$ cat src/rtl/fsgn_pkg.sv
package fsgn_pkg;

  localparam logic [6:0] OPC_FP  = 7'b1010011;
  localparam logic [6:0] F7_SGNJ = 7'b0010001;
  localparam logic [6:0] F7_F2I  = 7'b1110001;
  localparam logic [6:0] F7_I2F  = 7'b1111001;

  typedef enum logic [2:0] {
    K_NONE,
    K_SGN_COPY,
    K_SGN_NEG,
    K_SGN_XOR,
    K_FP2INT,
    K_INT2FP
  } fsgn_kind_e;

  typedef struct packed {
    fsgn_kind_e kind;
    logic       ours;
    logic       bad;
  } fsgn_dec_t;

  function automatic logic sign_rule(input fsgn_kind_e k, input logic s1, input logic s2);
    case (k)
      K_SGN_COPY: return s2;
      K_SGN_NEG:  return ~s2;
      K_SGN_XOR:  return s1 ^ s2;
      default:    return s1;
    endcase
  endfunction

  function automatic logic [63:0] inject(input fsgn_kind_e k, input logic [63:0] a, input logic [63:0] b);
    return {sign_rule(k, a[63], b[63]), a[62:0]};
  endfunction

endpackage

$ cat src/rtl/fsgn_decode.sv
module fsgn_decode
  import fsgn_pkg::*;
(
  input  logic [31:0] instr,
  output fsgn_dec_t   dec
);
  logic [6:0] f7;
  logic [4:0] sel2;
  logic [2:0] mode;
  logic       opc_hit;

  assign f7      = instr[31:25];
  assign sel2    = instr[24:20];
  assign mode    = instr[14:12];
  assign opc_hit = (instr[6:0] == OPC_FP);

  always_comb begin
    dec.kind = K_NONE;
    if (opc_hit) begin
      if (f7 == F7_SGNJ) begin
        case (mode)
          3'b000:  dec.kind = K_SGN_COPY;
          3'b001:  dec.kind = K_SGN_NEG;
          3'b010:  dec.kind = K_SGN_XOR;
          default: dec.kind = K_NONE;
        endcase
      end else if (f7 == F7_F2I && sel2 == 5'd0 && mode == 3'b000) begin
        dec.kind = K_FP2INT;
      end else if (f7 == F7_I2F && sel2 == 5'd0 && mode == 3'b000) begin
        dec.kind = K_INT2FP;
      end
    end
    dec.ours = opc_hit;
    dec.bad  = opc_hit && (dec.kind == K_NONE);
  end
endmodule

$ cat src/rtl/fsgn_datapath.sv
module fsgn_datapath
  import fsgn_pkg::*;
#(
  parameter int FLEN = 128,
  parameter int XLEN = 64
) (
  input  fsgn_kind_e        kind,
  input  logic [FLEN-1:0]   fsrc1,
  input  logic [FLEN-1:0]   fsrc2,
  input  logic [XLEN-1:0]   isrc,
  output logic [FLEN-1:0]   fp_res,
  output logic [XLEN-1:0]   int_res,
  output logic              to_fp
);
  localparam int BOX_W = (FLEN > 64) ? FLEN - 64 : 1;

  logic [63:0]     sgn64;
  logic [FLEN-1:0] sgn_boxed;
  logic [FLEN-1:0] i2f_val;

  assign sgn64 = inject(kind, fsrc1[63:0], fsrc2[63:0]);

  generate
    if (FLEN > 64) begin : g_box
      assign sgn_boxed = {{BOX_W{1'b1}}, sgn64};
    end else begin : g_nobox
      assign sgn_boxed = sgn64[FLEN-1:0];
    end

    if (FLEN >= XLEN) begin : g_i2f_zext
      assign i2f_val = {{(FLEN-XLEN){1'b0}}, isrc};
    end else begin : g_i2f_trunc
      assign i2f_val = isrc[FLEN-1:0];
    end

    if (XLEN > 64) begin : g_f2i_sext
      assign int_res = {{(XLEN-64){fsrc1[63]}}, fsrc1[63:0]};
    end else begin : g_f2i_fit
      assign int_res = fsrc1[XLEN-1:0];
    end
  endgenerate

  assign fp_res = (kind == K_INT2FP) ? i2f_val : sgn_boxed;
  assign to_fp  = (kind != K_FP2INT);
endmodule

$ cat src/rtl/fsgn_move_unit.sv
module fsgn_move_unit
  import fsgn_pkg::*;
#(
  parameter int FLEN = 128,
  parameter int XLEN = 64
) (
  input  logic              clk,
  input  logic              rst,
  input  logic              in_valid,
  input  logic [31:0]       instr,
  input  logic [FLEN-1:0]   fsrc1,
  input  logic [FLEN-1:0]   fsrc2,
  input  logic [XLEN-1:0]   isrc,
  output logic              wb_valid,
  output logic              wb_to_fp,
  output logic [FLEN-1:0]   fp_result,
  output logic [XLEN-1:0]   int_result,
  output logic              illegal,
  output logic              fflags_wr
);
  fsgn_dec_t       dec;
  logic [FLEN-1:0] fp_next;
  logic [XLEN-1:0] int_next;
  logic            to_fp_next;
  logic            ev_accept;
  logic            ev_reject;

  fsgn_decode u_dec (
    .instr (instr),
    .dec   (dec)
  );

  fsgn_datapath #(.FLEN(FLEN), .XLEN(XLEN)) u_dp (
    .kind    (dec.kind),
    .fsrc1   (fsrc1),
    .fsrc2   (fsrc2),
    .isrc    (isrc),
    .fp_res  (fp_next),
    .int_res (int_next),
    .to_fp   (to_fp_next)
  );

  // named events for the checker
  assign ev_accept = in_valid && dec.ours && !dec.bad;
  assign ev_reject = in_valid && dec.bad;

  always_ff @(posedge clk) begin
    if (rst) begin
      wb_valid <= 1'b0;
      illegal  <= 1'b0;
    end else begin
      wb_valid <= ev_accept;
      illegal  <= ev_reject;
    end
  end

  always_ff @(posedge clk) begin
    if (ev_accept) begin
      wb_to_fp   <= to_fp_next;
      fp_result  <= fp_next;
      int_result <= int_next;
    end
  end

  assign fflags_wr = 1'b0;
endmodule

$ cat config.mk
export PLATFORM = sky130hd
export DESIGN_NAME = fsgn_move_unit
export DESIGN_NICKNAME = d
export VERILOG_FILES = /design/src/rtl/fsgn_pkg.sv /design/src/rtl/fsgn_decode.sv /design/src/rtl/fsgn_datapath.sv /design/src/rtl/fsgn_move_unit.sv
export SDC_FILE = /design/constraint.sdc
export NUM_CORES = 1
export LEC_CHECK = 0
export CAP_MARGIN = 15
export CORE_AREA = 2 2 216 218
export DETAILED_ROUTE_END_ITERATION = 10
export DIE_AREA = 0 0 218 220
export HOLD_SLACK_MARGIN = 0.02
export PLACE_DENSITY_LB_ADDON = 0.08
export SETUP_SLACK_MARGIN = 0.02
export SYNTH_ARGS = -nofsm -noshare
export SYNTH_HDL_FRONTEND = slang
export SYNTH_SLANG_ARGS = --single-unit
$ cat constraint.sdc
create_clock -name clk -period 7.3 [get_ports clk]
set_input_delay 1.46 -clock clk [delete_from_list [all_inputs] [get_ports clk]]
set_output_delay 1.46 -clock clk [all_outputs]
set_load 0.005 [all_outputs]
==> results.json <==
{
  "status": "finished, final reports clean",
  "core-area_um2": 45900,
  "hp-class": "input port to register",
  "holdBufCountCts": 0,
  "power.leakage_nw": 3.51,
  "worst_slew_pin_slew_ns": 0.950,
  "fin_crit_ns": 4.00,
  "cts_sinks": 132,
  "criticalPathCategory": "input port to register",
  "vias": 3802,
  "grt_max_degree": 73,
  "first_iter_violations": 115,
  "fin_util": 0.219,
  "fp.dieH_um": 220,
  "io_pins": 551,
  "syn-instance-count": 307,
  "wl_um": 20100,
  "synthXorXnorAreaFrac": 0.00151,
  "grt_pass1_vias": 3841,
  "path_max_fanout": 36,
  "synth-seq-cells": 132,
  "synth_cell_types": 35,
  "dieArea_um2": 48000,
  "cts_buffers": 17,
  "antenna_found_initial": 8,
  "ant_nets": 0,
  "comb_power_share": 0.068,
  "relSlewSlack": 0.367,
  "initial_utilization": 0.126,
  "whs_ns": 1.57,
  "grt_pass1_wl_um": 27500,
  "multi_input_area_um2": 1230,
  "ys_seq_area_frac": 0.682,
  "ys.flop_type": "edfxtp_1",
  "synth_edf_count": 130,
  "synthAdderAreaFrac": 0,
  "cts_tree": "built",
  "cts_buffer_depth": 2,
  "synth_top_family_by_area": "multiplexers",
  "fin_nets": 961,
  "overflow": 0,
  "cp_data_required_time_ns": 7.52,
  "timing.fmax_mhz": 250,
  "gp_congestion": 0.727,
  "syn_area_um2": 5780,
  "p_int_mw": 1.45,
  "routed_via_density": 3.09,
  "cts-resized-gates": 0,
  "power_switching_share": 0.215,
  "endpoint_kind": "register",
  "regArea_um2": 3940,
  "rsz0062_at_grt": "no",
  "met1_usage": 0.0975,
  "maxCapViolCount": 0,
  "finalMaxSlewViolations": 0,
  "die_w_um": 218,
  "yosys.area_share.simple": 0.0411,
  "ys.warnings.count": 0,
  "power.density_nw_per_um2": 183,
  "synth_area_leaders": "edfxtp_1, mux2_4, buf_4, buf_12, dfxtp_1",
  "use_met2": 0.114,
  "firstDrtPassIters": 4,
  "arrival_ns": 4.21,
  "p_seq_frac": 0.451,
  "syn_nets": 662,
  "row_count": 79,
  "htreeDepth": 4,
  "synth.top_cell.area_share": 0.675,
  "synth_compound_area_frac": 0.00671,
  "drive_gt1_frac": 0.170,
  "grt_usage": 0.0845,
  "finalCritPeriodShare": 0.547,
  "clkPwrFrac": 0.481,
  "drt-wirelength-per-cell_um": 16.3,
  "fill_cells": 4858,
  "vdd_drop_max_uv": 153,
  "synth_most_common_cell": "edfxtp_1",
  "yosysTopAreaCell": "edfxtp_1",
  "finalSetupTns_ns": 0,
  "grt.busiest_layer": "met2",
  "drc": 0,
  "cts_setup_buffers": 0,
  "root_buffer": "clkbuf_16",
  "cp-start-kind": "input port",
  "portBuffers": 348,
  "hpwl_um": 14800,
  "area_growth_pct": 74.0,
  "finalSetupViolations": 0,
  "synthTopCellsByCount": "edfxtp_1, buf_4, mux2_4",
  "synth-async-reset-ratio": 0,
  "avgSynthCellArea_um2": 18.8,
  "clkSlewWorstSetupHoldPaths_ns": 0.06,
  "p_switching_uw": 397,
  "use_met3": 0.0616,
  "yosys-mux-area-fraction": 0.162,
  "finalHoldViolCount": 0
}
## cells by family after synthesis
kind of cell	after synthesis
flops	132
buf+inv	73
mux	63
simple gates	31
compound gates	6
xor+xnor	1
other cells	1
## through the flow
stage | instances | setup slack [ns] | area, µm² | power (mW)
after floorplan | 307 | 1.77 | 5780 | 0.878
after global placement | 1194 | 2.78 | 9460 | 0.971
after detailed placement | 1194 | 2.73 | 9460 | 0.973
after CTS | 1226 | 3.26 | 10000 | 1.90
after global routing | 1226 | 3.17 | 10000 | 1.93
final | 1230 | 3.30 | 10100 | 1.84
## metal layers
metal  share of wire  vias up
li1                -     1719
met4           0.019        8
met1            0.42     1820
met3            0.14       27
met2            0.42      228
met5          0.0024        -
## worst max-delay path, cell delays in order
cell and delay (ns):
clkdlybuf4s50_1 0.56, and4b_2 0.25, nand3_1 0.13, or3_4 0.59, buf_4 0.71, mux2_2 0.42
## flip-flops by register name, summed over array words and instances, names as in the netlist
signal and cells:
fp_result 65, int_result 64, wb_to_fp 1, illegal 1, wb_valid 1
## cell type report
type | instances | area share
tap | 607 | 0.0755
sequential | 132 | 0.392
timing repair buffer | 351 | 0.350
multi-input combinational | 102 | 0.123
antenna | 4 | 0.000995
clock buffer | 20 | 0.0454
clock inverter | 12 | 0.0128
inverter | 2 | 0.000746
## power by group through the flow
stage / Combinational (mW) / Sequential [mW] / Clock [mW]
4_1_cts: 0.126 / 0.831 / 0.940
3_3_place_gp: 0.124 / 0.847 / 0
2_1_floorplan: 0.0307 / 0.848 / 0
3_5_place_dp: 0.126 / 0.847 / 0
5_1_grt: 0.134 / 0.831 / 0.966
6_report: 0.125 / 0.831 / 0.888
## cell usage in the layout, fill, tap and decap left out, types with 2 or more instances in the layout
cell,netlist,layout
nand2_1,3,3
nand3_1,2,2
inv_1,2,2
clkinv_2,0,4
mux2_4,60,60
and3_1,3,2
clkbuf_8,0,2
bufinv_16,0,2
edfxtp_1,130,130
nor4_1,2,2
inv_6,0,2
nand4b_1,3,3
dfxtp_1,2,2
buf_4,64,2
mux2_2,3,3
nor4b_1,3,3
clkdlybuf4s50_1,0,348
diode_2,0,4
clkinvlp_4,0,3
nor3_1,2,2
clkbuf_16,0,17
a21oi_1,3,3
## final timing paths
kind,to,cells after the start,slack [ns],from
worst min-delay path,int_result[62]$_DFFE_PP_,1,1.57,fsrc1[62]
worst max-delay path,fp_result[44]$_DFFE_PP_,6,3.30,instr[13]
(Power assumes the default switching activity.)
